File: src/rtl/smb_pkg.sv
package smb_pkg;
  localparam int unsigned BYTE_W    = 8;
  localparam int unsigned CMD_IDX_W = 7;

  typedef enum logic [3:0] {
    ST_IDLE,
    ST_ADDR,
    ST_ADDR_ACK,
    ST_CMD,
    ST_CMD_ACK,
    ST_WDATA,
    ST_WDATA_ACK,
    ST_RDATA,
    ST_RACK,
    ST_IGNORE
  } smb_state_e;
endpackage

File: src/rtl/smb_line_sync.sv
module smb_line_sync #(
  parameter int unsigned STAGES = 2
) (
  input  logic clk,
  input  logic rst_n,
  input  logic line_i,
  output logic level_o,
  output logic rise_o,
  output logic fall_o
);
  logic [STAGES-1:0] chain_q;
  logic              last_q;

  always_ff @(posedge clk or negedge rst_n) begin
    if (!rst_n) begin
      chain_q <= '1;
      last_q  <= 1'b1;
    end else begin
      chain_q <= {chain_q[STAGES-2:0], line_i};
      last_q  <= chain_q[STAGES-1];
    end
  end

  assign level_o = chain_q[STAGES-1];
  assign rise_o  = chain_q[STAGES-1] & ~last_q;
  assign fall_o  = ~chain_q[STAGES-1] & last_q;
endmodule

File: src/rtl/smb_reg_bank.sv
module smb_reg_bank
  import smb_pkg::*;
#(
  parameter int unsigned       NREG     = 8,
  parameter int unsigned       ID_INDEX = 6,
  parameter logic [NREG-1:0]   WR_MASK  = '0,
  parameter logic [NREG*8-1:0] DEFAULTS = '0
) (
  input  logic                 clk,
  input  logic                 rst_n,
  input  logic                 wr_en,
  input  logic [CMD_IDX_W-1:0] wr_idx,
  input  logic [BYTE_W-1:0]    wr_data,
  input  logic [CMD_IDX_W-1:0] rd_idx,
  input  logic [BYTE_W-1:0]    id_byte,
  output logic [NREG*8-1:0]    regs_o,
  output logic [BYTE_W-1:0]    rd_data
);
  for (genvar i = 0; i < NREG; i++) begin : g_reg
    if (WR_MASK[i]) begin : g_rw
      logic [BYTE_W-1:0] val_q;
      logic              hit;
      assign hit = wr_en && (wr_idx == CMD_IDX_W'(i));
      always_ff @(posedge clk or negedge rst_n) begin
        if (!rst_n)   val_q <= DEFAULTS[i*8 +: 8];
        else if (hit) val_q <= wr_data;
      end
      assign regs_o[i*8 +: 8] = val_q;
    end else if (i == ID_INDEX) begin : g_id
      assign regs_o[i*8 +: 8] = id_byte;
    end else begin : g_fixed
      assign regs_o[i*8 +: 8] = DEFAULTS[i*8 +: 8];
    end
  end

  always_comb begin
    rd_data = '0;
    for (int k = 0; k < NREG; k++) begin
      if (rd_idx == CMD_IDX_W'(k)) rd_data = regs_o[k*8 +: 8];
    end
  end
endmodule

File: src/rtl/smb_proto_fsm.sv
module smb_proto_fsm
  import smb_pkg::*;
#(
  parameter logic [6:0] ADDR7 = 7'b1101010
) (
  input  logic                 clk,
  input  logic                 rst_n,
  input  logic                 scl_lvl,
  input  logic                 scl_rise,
  input  logic                 scl_fall,
  input  logic                 sda_lvl,
  input  logic                 sda_rise,
  input  logic                 sda_fall,
  input  logic [BYTE_W-1:0]    rd_data,
  output logic                 wr_en,
  output logic [CMD_IDX_W-1:0] wr_idx,
  output logic [BYTE_W-1:0]    wr_data,
  output logic [CMD_IDX_W-1:0] rd_idx,
  output logic                 sda_oe,
  output smb_state_e           state_o
);
  smb_state_e           state_q, state_d;
  logic [2:0]           cnt_q, cnt_d;
  logic [BYTE_W-1:0]    sh_q, sh_d;
  logic [BYTE_W-1:0]    tx_q, tx_d;
  logic                 got_q, got_d;
  logic                 rnw_q, rnw_d;
  logic                 nack_q, nack_d;
  logic                 oe_q, oe_d;
  logic [CMD_IDX_W-1:0] ptr_q, ptr_d;
  logic                 start_c, stop_c;

  assign start_c = sda_fall & scl_lvl;
  assign stop_c  = sda_rise & scl_lvl;

  always_comb begin
    state_d = state_q;
    cnt_d   = cnt_q;
    sh_d    = sh_q;
    tx_d    = tx_q;
    got_d   = got_q;
    rnw_d   = rnw_q;
    nack_d  = nack_q;
    oe_d    = oe_q;
    ptr_d   = ptr_q;
    wr_en   = 1'b0;
    if (stop_c) begin
      state_d = ST_IDLE;
      oe_d    = 1'b0;
    end else if (start_c) begin
      state_d = ST_ADDR;
      cnt_d   = '0;
      got_d   = 1'b0;
      oe_d    = 1'b0;
    end else begin
      case (state_q)
        ST_ADDR, ST_CMD, ST_WDATA: begin
          if (scl_rise && !got_q) begin
            sh_d = {sh_q[6:0], sda_lvl};
            if (cnt_q == 3'd7) got_d = 1'b1;
            else               cnt_d = cnt_q + 3'd1;
          end else if (scl_fall && got_q) begin
            got_d = 1'b0;
            cnt_d = '0;
            if (state_q == ST_ADDR) begin
              if (sh_q[7:1] == ADDR7) begin
                rnw_d   = sh_q[0];
                oe_d    = 1'b1;
                state_d = ST_ADDR_ACK;
              end else begin
                state_d = ST_IGNORE;
              end
            end else if (state_q == ST_CMD) begin
              ptr_d   = sh_q[7] ? sh_q[6:0] : '0;
              oe_d    = 1'b1;
              state_d = ST_CMD_ACK;
            end else begin
              wr_en   = 1'b1;
              ptr_d   = ptr_q + CMD_IDX_W'(1);
              oe_d    = 1'b1;
              state_d = ST_WDATA_ACK;
            end
          end
        end
        ST_ADDR_ACK: begin
          if (scl_fall) begin
            if (rnw_q) begin
              tx_d    = rd_data;
              ptr_d   = ptr_q + CMD_IDX_W'(1);
              oe_d    = ~rd_data[7];
              state_d = ST_RDATA;
            end else begin
              oe_d    = 1'b0;
              state_d = ST_CMD;
            end
          end
        end
        ST_CMD_ACK, ST_WDATA_ACK: begin
          if (scl_fall) begin
            oe_d    = 1'b0;
            state_d = ST_WDATA;
          end
        end
        ST_RDATA: begin
          if (scl_fall) begin
            if (cnt_q == 3'd7) begin
              oe_d    = 1'b0;
              cnt_d   = '0;
              state_d = ST_RACK;
            end else begin
              cnt_d = cnt_q + 3'd1;
              tx_d  = {tx_q[6:0], 1'b0};
              oe_d  = ~tx_q[6];
            end
          end
        end
        ST_RACK: begin
          if (scl_rise) nack_d = sda_lvl;
          if (scl_fall) begin
            if (nack_q) begin
              state_d = ST_IGNORE;
            end else begin
              tx_d    = rd_data;
              ptr_d   = ptr_q + CMD_IDX_W'(1);
              oe_d    = ~rd_data[7];
              state_d = ST_RDATA;
            end
          end
        end
        default: ;
      endcase
    end
  end

  always_ff @(posedge clk or negedge rst_n) begin
    if (!rst_n) begin
      state_q <= ST_IDLE;
      cnt_q   <= '0;
      sh_q    <= '0;
      tx_q    <= '0;
      got_q   <= 1'b0;
      rnw_q   <= 1'b0;
      nack_q  <= 1'b0;
      oe_q    <= 1'b0;
      ptr_q   <= '0;
    end else begin
      state_q <= state_d;
      cnt_q   <= cnt_d;
      sh_q    <= sh_d;
      tx_q    <= tx_d;
      got_q   <= got_d;
      rnw_q   <= rnw_d;
      nack_q  <= nack_d;
      oe_q    <= oe_d;
      ptr_q   <= ptr_d;
    end
  end

  assign wr_idx  = ptr_q;
  assign wr_data = sh_q;
  assign rd_idx  = ptr_q;
  assign sda_oe  = oe_q;
  assign state_o = state_q;
endmodule

File: src/rtl/smb_reg_slave.sv
module smb_reg_slave
  import smb_pkg::*;
#(
  parameter int unsigned       NREG        = 8,
  parameter int unsigned       ID_INDEX    = 6,
  parameter logic [NREG-1:0]   WR_MASK     = 8'b1000_0011,
  parameter logic [NREG*8-1:0] DEFAULTS    = 64'h8100_0000_0000_3CFF,
  parameter logic [6:0]        ADDR7       = 7'b1101010,
  parameter int unsigned       SYNC_STAGES = 2
) (
  input  logic              clk,
  input  logic              rst_n,
  input  logic              scl_i,
  input  logic              sda_i,
  output logic              sda_oe,
  input  logic [3:0]        rev_id_i,
  input  logic [3:0]        vendor_id_i,
  output logic [NREG*8-1:0] regs_o
);
  logic scl_lvl, scl_rise, scl_fall;
  logic sda_lvl, sda_rise, sda_fall;
  logic                 wr_en;
  logic [CMD_IDX_W-1:0] wr_idx, rd_idx;
  logic [BYTE_W-1:0]    wr_data, rd_data;
  smb_state_e           fsm_state;

  smb_line_sync #(.STAGES(SYNC_STAGES)) u_scl_sync (
    .clk(clk), .rst_n(rst_n), .line_i(scl_i),
    .level_o(scl_lvl), .rise_o(scl_rise), .fall_o(scl_fall)
  );

  smb_line_sync #(.STAGES(SYNC_STAGES)) u_sda_sync (
    .clk(clk), .rst_n(rst_n), .line_i(sda_i),
    .level_o(sda_lvl), .rise_o(sda_rise), .fall_o(sda_fall)
  );

  smb_proto_fsm #(.ADDR7(ADDR7)) u_fsm (
    .clk(clk), .rst_n(rst_n),
    .scl_lvl(scl_lvl), .scl_rise(scl_rise), .scl_fall(scl_fall),
    .sda_lvl(sda_lvl), .sda_rise(sda_rise), .sda_fall(sda_fall),
    .rd_data(rd_data), .wr_en(wr_en), .wr_idx(wr_idx), .wr_data(wr_data),
    .rd_idx(rd_idx), .sda_oe(sda_oe), .state_o(fsm_state)
  );

  smb_reg_bank #(
    .NREG(NREG), .ID_INDEX(ID_INDEX), .WR_MASK(WR_MASK), .DEFAULTS(DEFAULTS)
  ) u_bank (
    .clk(clk), .rst_n(rst_n), .wr_en(wr_en), .wr_idx(wr_idx),
    .wr_data(wr_data), .rd_idx(rd_idx), .id_byte({rev_id_i, vendor_id_i}),
    .regs_o(regs_o), .rd_data(rd_data)
  );
endmodule

File: config.mk
export PLATFORM = sky130hd
export DESIGN_NAME = smb_reg_slave
export DESIGN_NICKNAME = d
export VERILOG_FILES = /design/src/rtl/smb_pkg.sv /design/src/rtl/smb_line_sync.sv /design/src/rtl/smb_reg_bank.sv /design/src/rtl/smb_proto_fsm.sv /design/src/rtl/smb_reg_slave.sv
export SDC_FILE = /design/constraint.sdc
export NUM_CORES = 1
export LEC_CHECK = 0
export BUFFER_PORTS_ARGS = -buffer_cell sky130_fd_sc_hd__buf_4
export CORE_MARGIN = 2
export CORE_UTILIZATION = 48
export CTS_BUF_LIST = sky130_fd_sc_hd__clkbuf_8
export DETAILED_ROUTE_END_ITERATION = 7
export PLACE_DENSITY = 0.71
export SKIP_LAST_GASP = 1
export SLEW_MARGIN = 20
export SYNTH_ARGS = -nofsm -noshare
export SYNTH_HDL_FRONTEND = slang
export SYNTH_SLANG_ARGS = --single-unit
File: constraint.sdc
create_clock -name clk -period 4.83 [get_ports clk]
set_clock_uncertainty 0.05 [all_clocks]
set_input_delay 1.449 -clock clk [delete_from_list [all_inputs] [get_ports clk]]
set_output_delay 1.449 -clock clk [all_outputs]
set_load 0.1 [all_outputs]
==> results.sh <==
export IMPL_grt_pass1_vias=2703
export IMPL_firstDrtPassIters=5
export IMPL_largest_fanout_on_the_critical_path=2
export IMPL_synth_xor_xnor_area_share_pct=0.233
export IMPL_critical_path_max_stage_delay_ps=280
export IMPL_worstPathRequired_ps=3330
export IMPL_worstSetupPathType="in2out"
export IMPL_first_iter_violations=196
export IMPL_clock_power_share_pct=37.8
export IMPL_io_buffers=44
export IMPL_yosys_mux_area_fraction_pct=13.5
export IMPL_wl_um=8450
export IMPL_number_of_hold_violations_in_the_final_report=0
export IMPL_post_synth_main_area_contributors="sky130_fd_sc_hd__dfrtp_1, sky130_fd_sc_hd__dfstp_2, sky130_fd_sc_hd__mux2_2"
export IMPL_syn_inst=381
export IMPL_grt_overflow_total=0
export IMPL_sw_frac_of_total_pct=34.6
export IMPL_final_number_of_setup_violating_endpoints=0
export IMPL_post_cts_buffers=0
export IMPL_synth_simple_gate_area_share_pct=14.8
export IMPL_drc=0
export IMPL_remaining_antenna_violation_count_after_routing=0
export IMPL_placementRows=32
export IMPL_netlist_top_cell_by_area="sky130_fd_sc_hd__dfrtp_1"
export IMPL_fmaxAchievable_mhz=301
export IMPL_arrival_ps=1820
export IMPL_synth_edf_count=0
export IMPL_antennaDiodeCount=0
export IMPL_share_comb_of_total_power_pct=15.9
export IMPL_yosysWarningCount=0
export IMPL_critical_path_n_buffers_inverters=2
export IMPL_synth_compound_area_share_pct=16.0
export IMPL_grt_first_pass_wirelength_um=13900
export IMPL_quantity_of_hold_fixing_buffers_added_after_cts=0
export IMPL_tritoncts="built"
export IMPL_layout_min_cycle_time_ps=3320
export IMPL_place_gp_congestion=0.934
export IMPL_hold_path_class="reg2reg"
export IMPL_cts_repair_resized=0
export IMPL_initial_antenna_violation_count=0
export IMPL_via_per_inst=5.55
export IMPL_cts_sinks=63
export IMPL_synth_sequential_area_ratio_pct=42.7
export IMPL_critical_path_startpoint_type="input pin"
export IMPL_worst_path_most_repeated_cell="sky130_fd_sc_hd__buf_4"
export IMPL_via_count=2869
export IMPL_dieHeight_um=92.4
export IMPL_net_switching_power_mw=0.474
export IMPL_power_share_sequential_pct=46.3
export IMPL_synth_top_family_by_area="compound AO/OA/AOI/OAI gates"
export IMPL_synth_cell_area_um2=3750
export IMPL_post_route_cells_drive_above_1_share_pct=28.9
export IMPL_dpl_hpwl_um=5790
export IMPL_grt_start_max_net_pins=64
export IMPL_run_status="finished clean"
export IMPL_post_layout_total_power_mw=1.37
export IMPL_max_cap_viol_count=0
export IMPL_holdWs_ps=301
export IMPL_initial_core_utilization_pct=49.1
export IMPL_clock_root_buffer="sky130_fd_sc_hd__clkbuf_8"
export IMPL_gr_usage_all_layers_pct=20.8
export IMPL_clock_path_buffers=2
export IMPL_cpMaxStageDelayCell="sky130_fd_sc_hd__buf_4"
export IMPL_layout_area_overhead_vs_synth_pct=11.3
export IMPL_design_die_area_um2=8540
export IMPL_fp_coreArea_um2=7650
export IMPL_cts_buffers=9
export IMPL_yosys_top_cell_area_share_pct=28.7
export IMPL_p_per_area_nw_per_um2=328
export IMPL_slew_headroom_pct=43.5
export IMPL_fin_tns_setup_ps=0
export IMPL_end_kind="output port"
export IMPL_fraction_of_synthesis_flops_using_an_asynchronous_set_or_reset_pin_pct=100
export IMPL_worst_pin_slew_ps=841
export IMPL_power_report_internal_total_mw=0.897
export IMPL_finish_net_count=428
export IMPL_layout_filler_cells=693
export IMPL_dieWidth_um=92.4
export IMPL_clock_insertion_delay_worst_skew_ps=360
export IMPL_cp_cell_sequence="buf_4, buf_4"
export IMPL_clk_pin_slew_worst_paths_ps=70
export IMPL_path_delay_family="buffers and inverters"
export IMPL_syn_area_per_cell_um2=9.85
export IMPL_leakage_nw=1.90
export IMPL_ir_worst_vdd_uv=271
export IMPL_post_synth_fa_ha_maj_area_fraction_pct=2.00
export IMPL_htreeDepth=3
export IMPL_predominant_post_synthesis_flop_cell="sky130_fd_sc_hd__dfrtp_1"
export IMPL_io_pins=77
export IMPL_timing_final_crit_share_pct=68.8
export IMPL_finalMaxSlewViolations=0
export IMPL_rsz_0062_raised_after_global_routing="false"
export IMPL_synthDistinctLibCells=54
export IMPL_wl_per_cell_um=16.3
export IMPL_yosys_register_bits=63
==> through the flow <==
stage / setup WS, ps / cell area (µm²) / utilization [%] / instances
2_1_floorplan: 1620 / 3870 / - / 412
3_3_place_gp: 1510 / 3950 / 51.7 / 501
3_5_place_dp: 1510 / 3950 / 51.7 / 501
4_1_cts: 1510 / 4180 / 54.6 / 517
5_1_grt: 1510 / 4180 / 54.6 / 517
6_report: 1510 / 4180 / 54.6 / 517
==> power groups by stage <==
stage,Clock (mW),Combinational [mW],Sequential (mW)
after floorplan,0,0.221,0.599
after global placement,0,0.215,0.642
after detailed placement,0,0.217,0.641
after CTS,0.530,0.218,0.633
after global routing,0.556,0.228,0.640
final,0.518,0.218,0.635
==> flip-flops by register name (all words and copies together) (netlist names) <==
register / flops
u_fsm.tx_q: 7
u_fsm.rnw_q: 1
u_fsm.wr_data: 8
u_scl_sync.chain_q: 2
u_scl_sync.last_q: 1
u_fsm.nack_q: 1
u_fsm.rd_idx: 7
u_fsm.got_q: 1
u_fsm.cnt_q: 3
u_fsm.sda_oe: 1
u_fsm.state_o: 4
u_bank.g.g_rw.val_q: 24
u_sda_sync.last_q: 1
u_sda_sync.chain_q: 2
==> cells in the mapped netlist (3+ instances only) <==
library cell	count
sky130_fd_sc_hd__nor2_1	30
sky130_fd_sc_hd__a21o_1	10
sky130_fd_sc_hd__nor2b_1	6
sky130_fd_sc_hd__nand3b_1	3
sky130_fd_sc_hd__mux2_1	8
sky130_fd_sc_hd__o22a_1	3
sky130_fd_sc_hd__buf_4	40
sky130_fd_sc_hd__nand2_1	39
sky130_fd_sc_hd__inv_1	5
sky130_fd_sc_hd__ha_1	6
sky130_fd_sc_hd__a22oi_1	8
sky130_fd_sc_hd__a311oi_1	3
sky130_fd_sc_hd__nand2b_1	6
sky130_fd_sc_hd__nand3_1	5
sky130_fd_sc_hd__o21ai_0	13
sky130_fd_sc_hd__o21ai_1	4
sky130_fd_sc_hd__mux2_2	33
sky130_fd_sc_hd__mux2i_1	3
sky130_fd_sc_hd__and3_1	3
sky130_fd_sc_hd__o31ai_1	12
sky130_fd_sc_hd__clkbuf_1	13
sky130_fd_sc_hd__dfstp_2	20
sky130_fd_sc_hd__nor3_1	9
sky130_fd_sc_hd__a21oi_1	10
sky130_fd_sc_hd__a31oi_1	6
sky130_fd_sc_hd__o21a_1	4
sky130_fd_sc_hd__buf_2	4
sky130_fd_sc_hd__dfrtp_1	43
==> cell type report <==
cell class,instances,area (µm²),area share [%]
multi-input combinational,286,1870,44.7
sequential,63,1600,38.4
timing repair buffer,45,338,8.09
tap,102,128,3.06
clock buffer,9,124,2.97
clock inverter,7,97.6,2.34
inverter,5,18.8,0.450
==> cells by family after synthesis <==
| kind of cell | Yosys count |
|---|---|
| adders and majority gates | 6 |
| muxes | 45 |
| and+or+nand+nor | 115 |
| DFF | 63 |
| buffers and inverters | 63 |
| other | 1 |
| AOI/OAI and AO/OA | 87 |
| xor gates and xnor gates | 1 |
==> layer usage <==
metal / vias up / global-route usage (%) / share of wire, %
met3: 8 / 5.04 / 6.1
met4: 0 / 6.97 / 0.77
met2: 114 / 32.2 / 48
met1: 1407 / 28.8 / 45
met5: - / 0 / 0
li1: 1340 / - / -
==> placed cells by master (no fill, tap or decap), types with 10 or more instances in the layout <==
master,instances
sky130_fd_sc_hd__mux2_2,33
sky130_fd_sc_hd__nor2_1,30
sky130_fd_sc_hd__o21ai_0,13
sky130_fd_sc_hd__o31ai_1,12
sky130_fd_sc_hd__dfstp_2,20
sky130_fd_sc_hd__a21o_1,10
sky130_fd_sc_hd__a21oi_1,10
sky130_fd_sc_hd__conb_1,32
sky130_fd_sc_hd__dfrtp_1,43
sky130_fd_sc_hd__nand2_1,39
sky130_fd_sc_hd__buf_4,45
==> path summary, 6_finish.rpt <==
kind                                        from                     to  slack [ps]  depth (start not counted)
max                                  rev_id_i[2]             regs_o[54]        1510                          2
min                        u_sda_sync.chain_q[0]  u_sda_sync.chain_q[1]         300                          0
max reg2reg                     u_fsm.state_o[1]        u_fsm.rd_idx[1]        2270                          4
min reg2reg                u_sda_sync.chain_q[0]  u_sda_sync.chain_q[1]         300                          0
max in group asynchronous                  rst_n       u_fsm.wr_data[7]        3090                          1
min in group asynchronous                  rst_n          u_fsm.tx_q[2]        1120                          1
Note: power is estimated with default switching activity, not from simulation.
